## src/rtl/uart_tx_pkg.sv

```systemverilog
package uart_tx_pkg;
  typedef enum logic [2:0] {
    ST_IDLE,
    ST_START,
    ST_DATA,
    ST_PAR,
    ST_STOP
  } tx_state_e;
endpackage

```

## src/rtl/uart_tx_hold.sv

```systemverilog
module uart_tx_hold #(
  parameter int DATA_W = 8
) (
  input  logic              clk_i,
  input  logic              rst_ni,
  input  logic              wr_i,
  input  logic [DATA_W-1:0] data_i,
  input  logic              take_i,
  input  logic              done_i,
  output logic              full_o,
  output logic [DATA_W-1:0] data_o,
  output logic              hold_empty_o,
  output logic              tx_empty_o
);
  logic [DATA_W-1:0] data_q;
  logic              full_q, wr_q, hold_empty_q, tx_empty_q;

  always_ff @(posedge clk_i or negedge rst_ni) begin
    if (!rst_ni) begin
      data_q       <= '0;
      full_q       <= 1'b0;
      wr_q         <= 1'b0;
      hold_empty_q <= 1'b1;
      tx_empty_q   <= 1'b1;
    end else begin
      wr_q <= wr_i;
      if (wr_i) data_q <= data_i;
      if (wr_i)        full_q <= 1'b1;
      else if (take_i) full_q <= 1'b0;
      // visible flags lag the write by one edge
      if (take_i && !wr_i) hold_empty_q <= 1'b1;
      else if (wr_q)       hold_empty_q <= 1'b0;
      if (wr_q)        tx_empty_q <= 1'b0;
      else if (done_i) tx_empty_q <= 1'b1;
    end
  end

  assign full_o       = full_q;
  assign data_o       = data_q;
  assign hold_empty_o = hold_empty_q;
  assign tx_empty_o   = tx_empty_q;
endmodule

```

## src/rtl/uart_tx_shift.sv

```systemverilog
module uart_tx_shift
  import uart_tx_pkg::*;
#(
  parameter int DATA_W        = 8,
  parameter int TICKS_PER_BIT = 16
) (
  input  logic              clk_i,
  input  logic              rst_ni,
  input  logic              tick_i,
  input  logic              hold_full_i,
  input  logic [DATA_W-1:0] hold_data_i,
  input  logic [1:0]        char_len_i,
  input  logic              par_en_i,
  input  logic              par_even_i,
  input  logic              stop_two_i,
  output logic              take_o,
  output logic              done_o,
  output logic              line_o
);
  localparam int CNT_W = $clog2(2 * TICKS_PER_BIT);
  localparam int BIT_W = $clog2(DATA_W);
  localparam logic [CNT_W-1:0] LIM_ONE  = CNT_W'(TICKS_PER_BIT - 1);
  localparam logic [CNT_W-1:0] LIM_HALF = CNT_W'(TICKS_PER_BIT + TICKS_PER_BIT / 2 - 1);
  localparam logic [CNT_W-1:0] LIM_TWO  = CNT_W'(2 * TICKS_PER_BIT - 1);

  tx_state_e         state_q;
  logic [CNT_W-1:0]  cnt_q, slim_q, slim_d;
  logic [BIT_W-1:0]  bit_q, last_q;
  logic [DATA_W-1:0] sh_q, mask_d;
  logic              pen_q, pbit_q, pbit_d;
  logic              bit_end, stop_end;

  always_comb begin
    for (int i = 0; i < DATA_W; i++) mask_d[i] = (i <= 32'(char_len_i) + 4);
  end

  assign pbit_d   = (^(hold_data_i & mask_d)) ^ ~par_even_i;
  assign slim_d   = !stop_two_i ? LIM_ONE : (char_len_i == 2'd0) ? LIM_HALF : LIM_TWO;
  assign bit_end  = (cnt_q == LIM_ONE);
  assign stop_end = (state_q == ST_STOP) && (cnt_q == slim_q);
  assign take_o   = tick_i && hold_full_i && (state_q == ST_IDLE || stop_end);
  assign done_o   = tick_i && stop_end && !hold_full_i;

  always_ff @(posedge clk_i or negedge rst_ni) begin
    if (!rst_ni) begin
      state_q <= ST_IDLE;
      cnt_q   <= '0;
      bit_q   <= '0;
      last_q  <= '0;
      sh_q    <= '0;
      pen_q   <= 1'b0;
      pbit_q  <= 1'b0;
      slim_q  <= '0;
    end else if (tick_i) begin
      if (take_o) begin
        state_q <= ST_START;
        cnt_q   <= '0;
        sh_q    <= hold_data_i;
        last_q  <= BIT_W'(char_len_i) + BIT_W'(4);
        pen_q   <= par_en_i;
        pbit_q  <= pbit_d;
        slim_q  <= slim_d;
      end else begin
        unique case (state_q)
          ST_IDLE: cnt_q <= '0;
          ST_START:
            if (bit_end) begin
              state_q <= ST_DATA;
              cnt_q   <= '0;
              bit_q   <= '0;
            end else cnt_q <= cnt_q + CNT_W'(1);
          ST_DATA:
            if (bit_end) begin
              cnt_q <= '0;
              sh_q  <= sh_q >> 1;
              if (bit_q == last_q) state_q <= pen_q ? ST_PAR : ST_STOP;
              else bit_q <= bit_q + BIT_W'(1);
            end else cnt_q <= cnt_q + CNT_W'(1);
          ST_PAR:
            if (bit_end) begin
              state_q <= ST_STOP;
              cnt_q   <= '0;
            end else cnt_q <= cnt_q + CNT_W'(1);
          ST_STOP:
            if (stop_end) begin
              state_q <= ST_IDLE;
              cnt_q   <= '0;
            end else cnt_q <= cnt_q + CNT_W'(1);
          default: state_q <= ST_IDLE;
        endcase
      end
    end
  end

  always_comb begin
    unique case (state_q)
      ST_START: line_o = 1'b0;
      ST_DATA:  line_o = sh_q[0];
      ST_PAR:   line_o = pbit_q;
      default:  line_o = 1'b1;
    endcase
  end
endmodule

```

## src/rtl/uart_tx_core.sv

```systemverilog
module uart_tx_core #(
  parameter int DATA_W        = 8,
  parameter int TICKS_PER_BIT = 16
) (
  input  logic              clk_i,
  input  logic              rst_ni,
  input  logic              tick_i,
  input  logic              hold_wr_i,
  input  logic [DATA_W-1:0] hold_data_i,
  input  logic [1:0]        char_len_i,
  input  logic              par_en_i,
  input  logic              par_even_i,
  input  logic              stop_two_i,
  input  logic              break_i,
  output logic              txd_o,
  output logic              hold_empty_o,
  output logic              tx_empty_o
);
  logic              hold_full, take, done, line;
  logic [DATA_W-1:0] hold_data;

  uart_tx_hold #(.DATA_W(DATA_W)) u_hold (
    .clk_i       (clk_i),
    .rst_ni      (rst_ni),
    .wr_i        (hold_wr_i),
    .data_i      (hold_data_i),
    .take_i      (take),
    .done_i      (done),
    .full_o      (hold_full),
    .data_o      (hold_data),
    .hold_empty_o(hold_empty_o),
    .tx_empty_o  (tx_empty_o)
  );

  uart_tx_shift #(.DATA_W(DATA_W), .TICKS_PER_BIT(TICKS_PER_BIT)) u_shift (
    .clk_i      (clk_i),
    .rst_ni     (rst_ni),
    .tick_i     (tick_i),
    .hold_full_i(hold_full),
    .hold_data_i(hold_data),
    .char_len_i (char_len_i),
    .par_en_i   (par_en_i),
    .par_even_i (par_even_i),
    .stop_two_i (stop_two_i),
    .take_o     (take),
    .done_o     (done),
    .line_o     (line)
  );

  assign txd_o = line & ~break_i;
endmodule

```

## config.mk

```make
export PLATFORM = sky130hd
export DESIGN_NAME = uart_tx_core
export DESIGN_NICKNAME = d
export VERILOG_FILES = /design/src/rtl/uart_tx_pkg.sv /design/src/rtl/uart_tx_hold.sv /design/src/rtl/uart_tx_shift.sv /design/src/rtl/uart_tx_core.sv
export SDC_FILE = /design/constraint.sdc
export NUM_CORES = 1
export LEC_CHECK = 0
export ABC_CLOCK_PERIOD_IN_PS = 2100
export CORE_MARGIN = 2
export CORE_UTILIZATION = 35
export DETAILED_ROUTE_END_ITERATION = 8
export GPL_ROUTABILITY_DRIVEN = 0
export GPL_TIMING_DRIVEN = 0
export PLACE_DENSITY = 0.61
export SETUP_SLACK_MARGIN = 0.4
export SYNTH_ARGS = -nofsm -noshare
export SYNTH_HDL_FRONTEND = slang
export SYNTH_HIERARCHICAL = 1
export SYNTH_SLANG_ARGS = --single-unit
```

## constraint.sdc

```tcl
create_clock -name clk_i -period 2.1 [get_ports clk_i]
set_input_delay 0.21 -clock clk_i [delete_from_list [all_inputs] [get_ports clk_i]]
set_output_delay 0.21 -clock clk_i [all_outputs]
set_load 0.1 [all_outputs]
```

# Yosys cells after proc, flatten, opt, wreduce, memory -nomap -nowiden

Cells that the tools add are included.

$add $sub $neg: 4
$lt $le $gt $ge: 8
Eq/ne operators: 16
Muxes and demuxes: 28
Bitwise gates (word level): 6
Reduce and logical (&&, ||, !) cells: 25

Operators with widths:

| operator            | count |
|---|---|
| $le 3x32->1 const A | 4 |
| $le 2x32->1 const A | 2 |
| $le 1x32->1 const A | 1 |
| $mux 3              | 10 |
| $mux 8              | 3 |
| $mux 5              | 4 |
| $ne 3x2->1 const B  | 5 |
| $pmux 3 s5          | 1 |
| $pmux 5 s3          | 1 |
| $reduce_bool 2->1   | 6 |
| $and 8x8->8         | 1 |
| $reduce_xor 8->1    | 1 |
| $reduce_and 7->1    | 1 |
| $eq 3x2->1 const B  | 2 |
| $logic_and 1x1->1   | 6 |
| $mux 1              | 6 |
| $pmux 3 s2          | 1 |
| $reduce_and 6->1    | 1 |
| $add 5x1->5 const B | 1 |
| $eq 5x4->1 const B  | 1 |
| $eq 5x5->1          | 1 |
| $add 2x3->4 const B | 1 |
| $le 1x4->1 const A  | 1 |
| $mux 4              | 1 |
| other kinds (19)    | 25 |

Register bits after elaboration: 41
Logic and storage cells: 100

# Longest topological paths before layout

Depth after elaboration: 6
Gate-level depth with buffers: 8
Mapped depth without buffers: 8

# Hierarchy

The synthesis kept the hierarchy.

By module, submodules not included:

| module        | instances | cells each | area each (um^2) | seq. area each (um^2) |
|---|---|---|---|---|
| uart_tx_shift | 1         | 158        | 1532.7           | 650.6 |
| uart_tx_hold  | 1         | 27         | 464.2            | 302.8 |
| uart_tx_core  | 1         | 1          | 13.8             | 0.0 |

# Worst setup path before layout

Ideal clock, no wire load.

Path kind: register to register
From: reg u_shift.slim_q[2]
To: reg u_shift.pen_q
Library setup time: 127 ps
Arrival time: 1956 ps
Slack: 17 ps
Cell stages (with the launch flop): 6
Path through: dfrtp_1 -> or3_1 -> a2111o_1 -> a21oi_4 -> buf_6 -> mux2_1

Longest elaborated chain between the ends: 5

RTL lines:

| element                    | line                | text |
|---|---|---|
| from (decl)                | uart_tx_shift.sv:27 | `logic [CNT_W-1:0] cnt_q, slim_q, slim_d;` |
| from (signal assigned)     | uart_tx_shift.sv:62 | `slim_q <= slim_d;` |
| $eq 5x5->1                 | uart_tx_shift.sv:40 | `assign stop_end = (state_q == ST_STOP) && (cnt_q == slim_q);` |
| $logic_and 1x1->1          | uart_tx_shift.sv:40 |  |
| $logic_or 1x1->1           | uart_tx_shift.sv:41 | `assign take_o = tick_i && hold_full_i && (state_q == ST_IDLE \|\| stop_end);` |
| $logic_and 1x1->1          | uart_tx_shift.sv:41 |  |
| $reduce_and 2->1 (no line) | n/a                 |  |
| to (signal assigned)       | uart_tx_shift.sv:60 | `pen_q <= par_en_i;` |
| to (decl)                  | uart_tx_shift.sv:30 | `logic pen_q, pbit_q, pbit_d;` |

Every way passes these cells.
A chain may end at the register's enable or synchronous reset.

# Final worst setup path

From: reg u_shift.cnt_q[1]
To: reg u_shift.pbit_q

Longest elaborated chain between the ends: 5

RTL lines:

| element                    | line                | text |
|---|---|---|
| from (decl)                | uart_tx_shift.sv:27 |  |
| from (signal assigned)     | uart_tx_shift.sv:71 | `end else cnt_q <= cnt_q + CNT_W'(1);` |
| from (signal assigned)     | uart_tx_shift.sv:78 | `end else cnt_q <= cnt_q + CNT_W'(1);` |
| from (signal assigned)     | uart_tx_shift.sv:83 | `end else cnt_q <= cnt_q + CNT_W'(1);` |
| $eq 5x5->1                 | uart_tx_shift.sv:40 |  |
| $logic_and 1x1->1          | uart_tx_shift.sv:40 |  |
| $logic_or 1x1->1           | uart_tx_shift.sv:41 |  |
| $logic_and 1x1->1          | uart_tx_shift.sv:41 |  |
| $reduce_and 2->1 (no line) | n/a                 |  |
| to (signal assigned)       | uart_tx_shift.sv:61 | `pbit_q <= pbit_d;` |
| to (decl)                  | uart_tx_shift.sv:30 |  |

Every way passes these cells.

==> out/results.ini <==
[status]
status=finished clean

[final_layout]
final_common_cell=dfrtp_1
area_growth_pct=35.78
final_cell_mix=dfrtp_1 (36), clkdlybuf4s50_1 (15), mux2_4 (13), nand2_1 (13), xnor2_1 (10)
layout-drive-gt1-share_pct=36.12
n_antenna_cell=0
fill_cells=545
fin_nets=248

[route]
num_vias=1545
drc_errors=0
viasPerCell=5.167
drtAntennaViolNets=0
firstDrtPassIters=4
totalWireLength_mm=4.406
drt_iter0_drc=109
wl_per_cell_um=14.74

[synth]
synth_seq_cells=38
synth.distinct_cells=47
synth.cell_area_mm2=0.002011
synthArstFlopShare_pct=100.0
yosysWarnings=6
syn_inst=186
synth-edff-count=0
ys.flop_type=dfrtp_1
synth-seq-area-share_pct=47.42
avgSynthCellArea_um2=10.81
syn-num-nets=208

[clock_network]
clk_pin_slew_ps=80
clock_latency_ps=290
cts.path.max_buffers=2
htree_num_levels=2
cts_hold_buf=0
cts_root_buf=clkbuf_8
cts_buffers=5
cts_sinks=38
cts_tree=done

[flow_run]
drv_cap=0

[min_path]
hold_path.class=input port to async pin

[worst_setup_path]
r2r_slack_ps=80
required_ps=2280
end_kind=flip-flop
start_kind=flip-flop
worst_ep_arrival_time_ps=2200
cp_max_fo=4
crit_type=flip-flop to flip-flop

[timing]
finalSetupTns_ps=0
finClkSkew_ps=3.816
fmaxAchievable_mhz=494.6
rsz0062_at_grt=yes
final_hold_viol_count=0
tightest_slew_ps=856.6
period_needed_ps=2022
drv_slew=0
min_period_over_period_pct=96.27
timing.hold.ws_ps=28.88
slew_headroom_pct=42.89
layout_setup_ws_ps=78.27
setup_violations=0

[floorplanning]
coreArea_mm2=0.005540
die_h_um=79.80
die-area_mm2=0.006367
fp-row-count=27
start_util_pct=36.29
die_x_um=79.80
io_pins=21

[global_routing]
grt_start_max_net_pins=39
track_usage_pct=14.43
grt_pass1_vias=1510
antenna_found_initial=0
grt-ovfl-total=0
grt_pass1_wl_mm=7.065

[placement]
preCtsSetupSlack_ps=-426.1
hpwl_mm=2.824
port_buffers=19

[power]
cellPowerDensity_mw_per_mm2=1102
peakVddDrop_mv=0.6125
leakagePower_nw=1.154

[power breakdown]
| part | leakage (nW) | switching (W) | total (W) | internal [W] |
|---|---|---|---|---|
| sequential | 0.463 | 0.000156 | 0.00109 | 0.000930 |
| combinational | 0.644 | 0.000716 | 0.00140 | 0.000681 |
| clock | 0.0472 | 0.000263 | 0.000527 | 0.000264 |
| total | 1.15 | 0.00113 | 0.00301 | 0.00187 |
[worst paths after layout]
kind | from | to | depth (start not counted)
min in group clk_i | tick_i | u_shift/cnt_q[1] | 3
hold / removal | rst_ni | u_hold/data_o[2] | 1
setup reg to reg | u_shift/cnt_q[1] | u_shift/pbit_q | 5
max in group asynchronous | rst_ni | u_shift/last_q[1] | 1
hold reg to reg | u_hold/wr_q | u_hold/tx_empty_o | 1
setup / recovery | u_shift/cnt_q[1] | u_shift/pbit_q | 5
[cell type report]
class	instances	area (um^2)	share of cell area, %
inverter	9	36.28	1.329
clock buffer	6	82.58	3.025
multi-input combinational	131	1167	42.76
buffer	8	62.56	2.291
timing repair buffer	33	325.3	11.92
clock inverter	2	12.51	0.4583
tap	72	90.09	3.300
sequential	38	953.4	34.92
[cell families (layout without fill, tap and decap cells)]
kind of cell             Yosys count  count (layout)  share of synthesized area [%]
buffers and inverters             17              58                          4.107
adder cells (fa/ha/maj)            4               4                          2.489
multiplexers                      20              20                          12.32
flip-flops                        38              38                          47.42
AO/OA/AOI/OAI                     41              41                          14.87
XOR/XNOR                          13              13                          5.663
AND/OR/NAND/NOR                   53              53                          13.13
[synth_stat cells, types with 3 or more instances]
master / count / area, um^2
dfrtp_1: 36 / 900.9
nand2_1: 20 / 75.07
o21ai_0: 14 / 70.07
xnor2_1: 11 / 96.34
inv_1: 9 / 33.78
nor2_1: 9 / 33.78
mux2_4: 8 / 120.1
mux2i_1: 6 / 60.06
nor2b_1: 5 / 31.28
a21oi_1: 4 / 20.02
clkbuf_1: 4 / 15.01
ha_1: 4 / 50.05
mux2_2: 4 / 45.04
nand3_1: 4 / 20.02
nor3_1: 4 / 20.02
a21boi_0: 3 / 22.52
a31oi_1: 3 / 18.77
[worst max-delay path: stages, from the launching register on]
cell and delay (ps):
dfrtp_1 390, or3_1 370, a2111o_1 470, a21oi_4 230
buf_4 140, mux2_2 310
[state kept, by name, indices dropped and copies added, names as in the netlist]
register             count
u_hold/full_o            1
u_hold/hold_empty_o      1
u_shift/pbit_q           1
u_shift/state_q          3
u_shift/slim_q           3
u_shift/cnt_q            5
u_hold/data_o            8
u_hold/wr_q              1
u_shift/pen_q            1
u_shift/bit_q            3
u_hold/tx_empty_o        1
u_shift/last_q           2
u_shift/sh_q             8
[routing by layer]
| layer | up-vias | global-route usage (%) | share of wire (%) |
|---|---|---|---|
| met1 | 766 | 17.64 | 43 |
| met5 | - | 0 | 0 |
| met2 | 37 | 24.96 | 50 |
| li1 | 734 | - | - |
| met4 | 0 | 5.085 | 2.3 |
| met3 | 8 | 3.281 | 4.6 |
[per-stage QoR]
step | power (W) | utilization, % | cells | cell area (um^2)
floorplan | 0.001846 | - | 186 | 2023
global placement | 0.002071 | 41.58 | 277 | 2303
detailed placement | 0.002092 | 41.49 | 277 | 2298
CTS | 0.002770 | 45.82 | 296 | 2539
global route | 0.003192 | 49.28 | 299 | 2730
finish | 0.003009 | 49.28 | 299 | 2730
[timing repair]
action | in CTS | in global routing
pin swaps | 11 | 8
endpoints found under the hold margin | 0 | 0
endpoints found under the setup margin | 31 | 30
buffers inserted | 11 | 3
gates resized for setup | 32 | 45
Power figures use the tool's default switching activity.
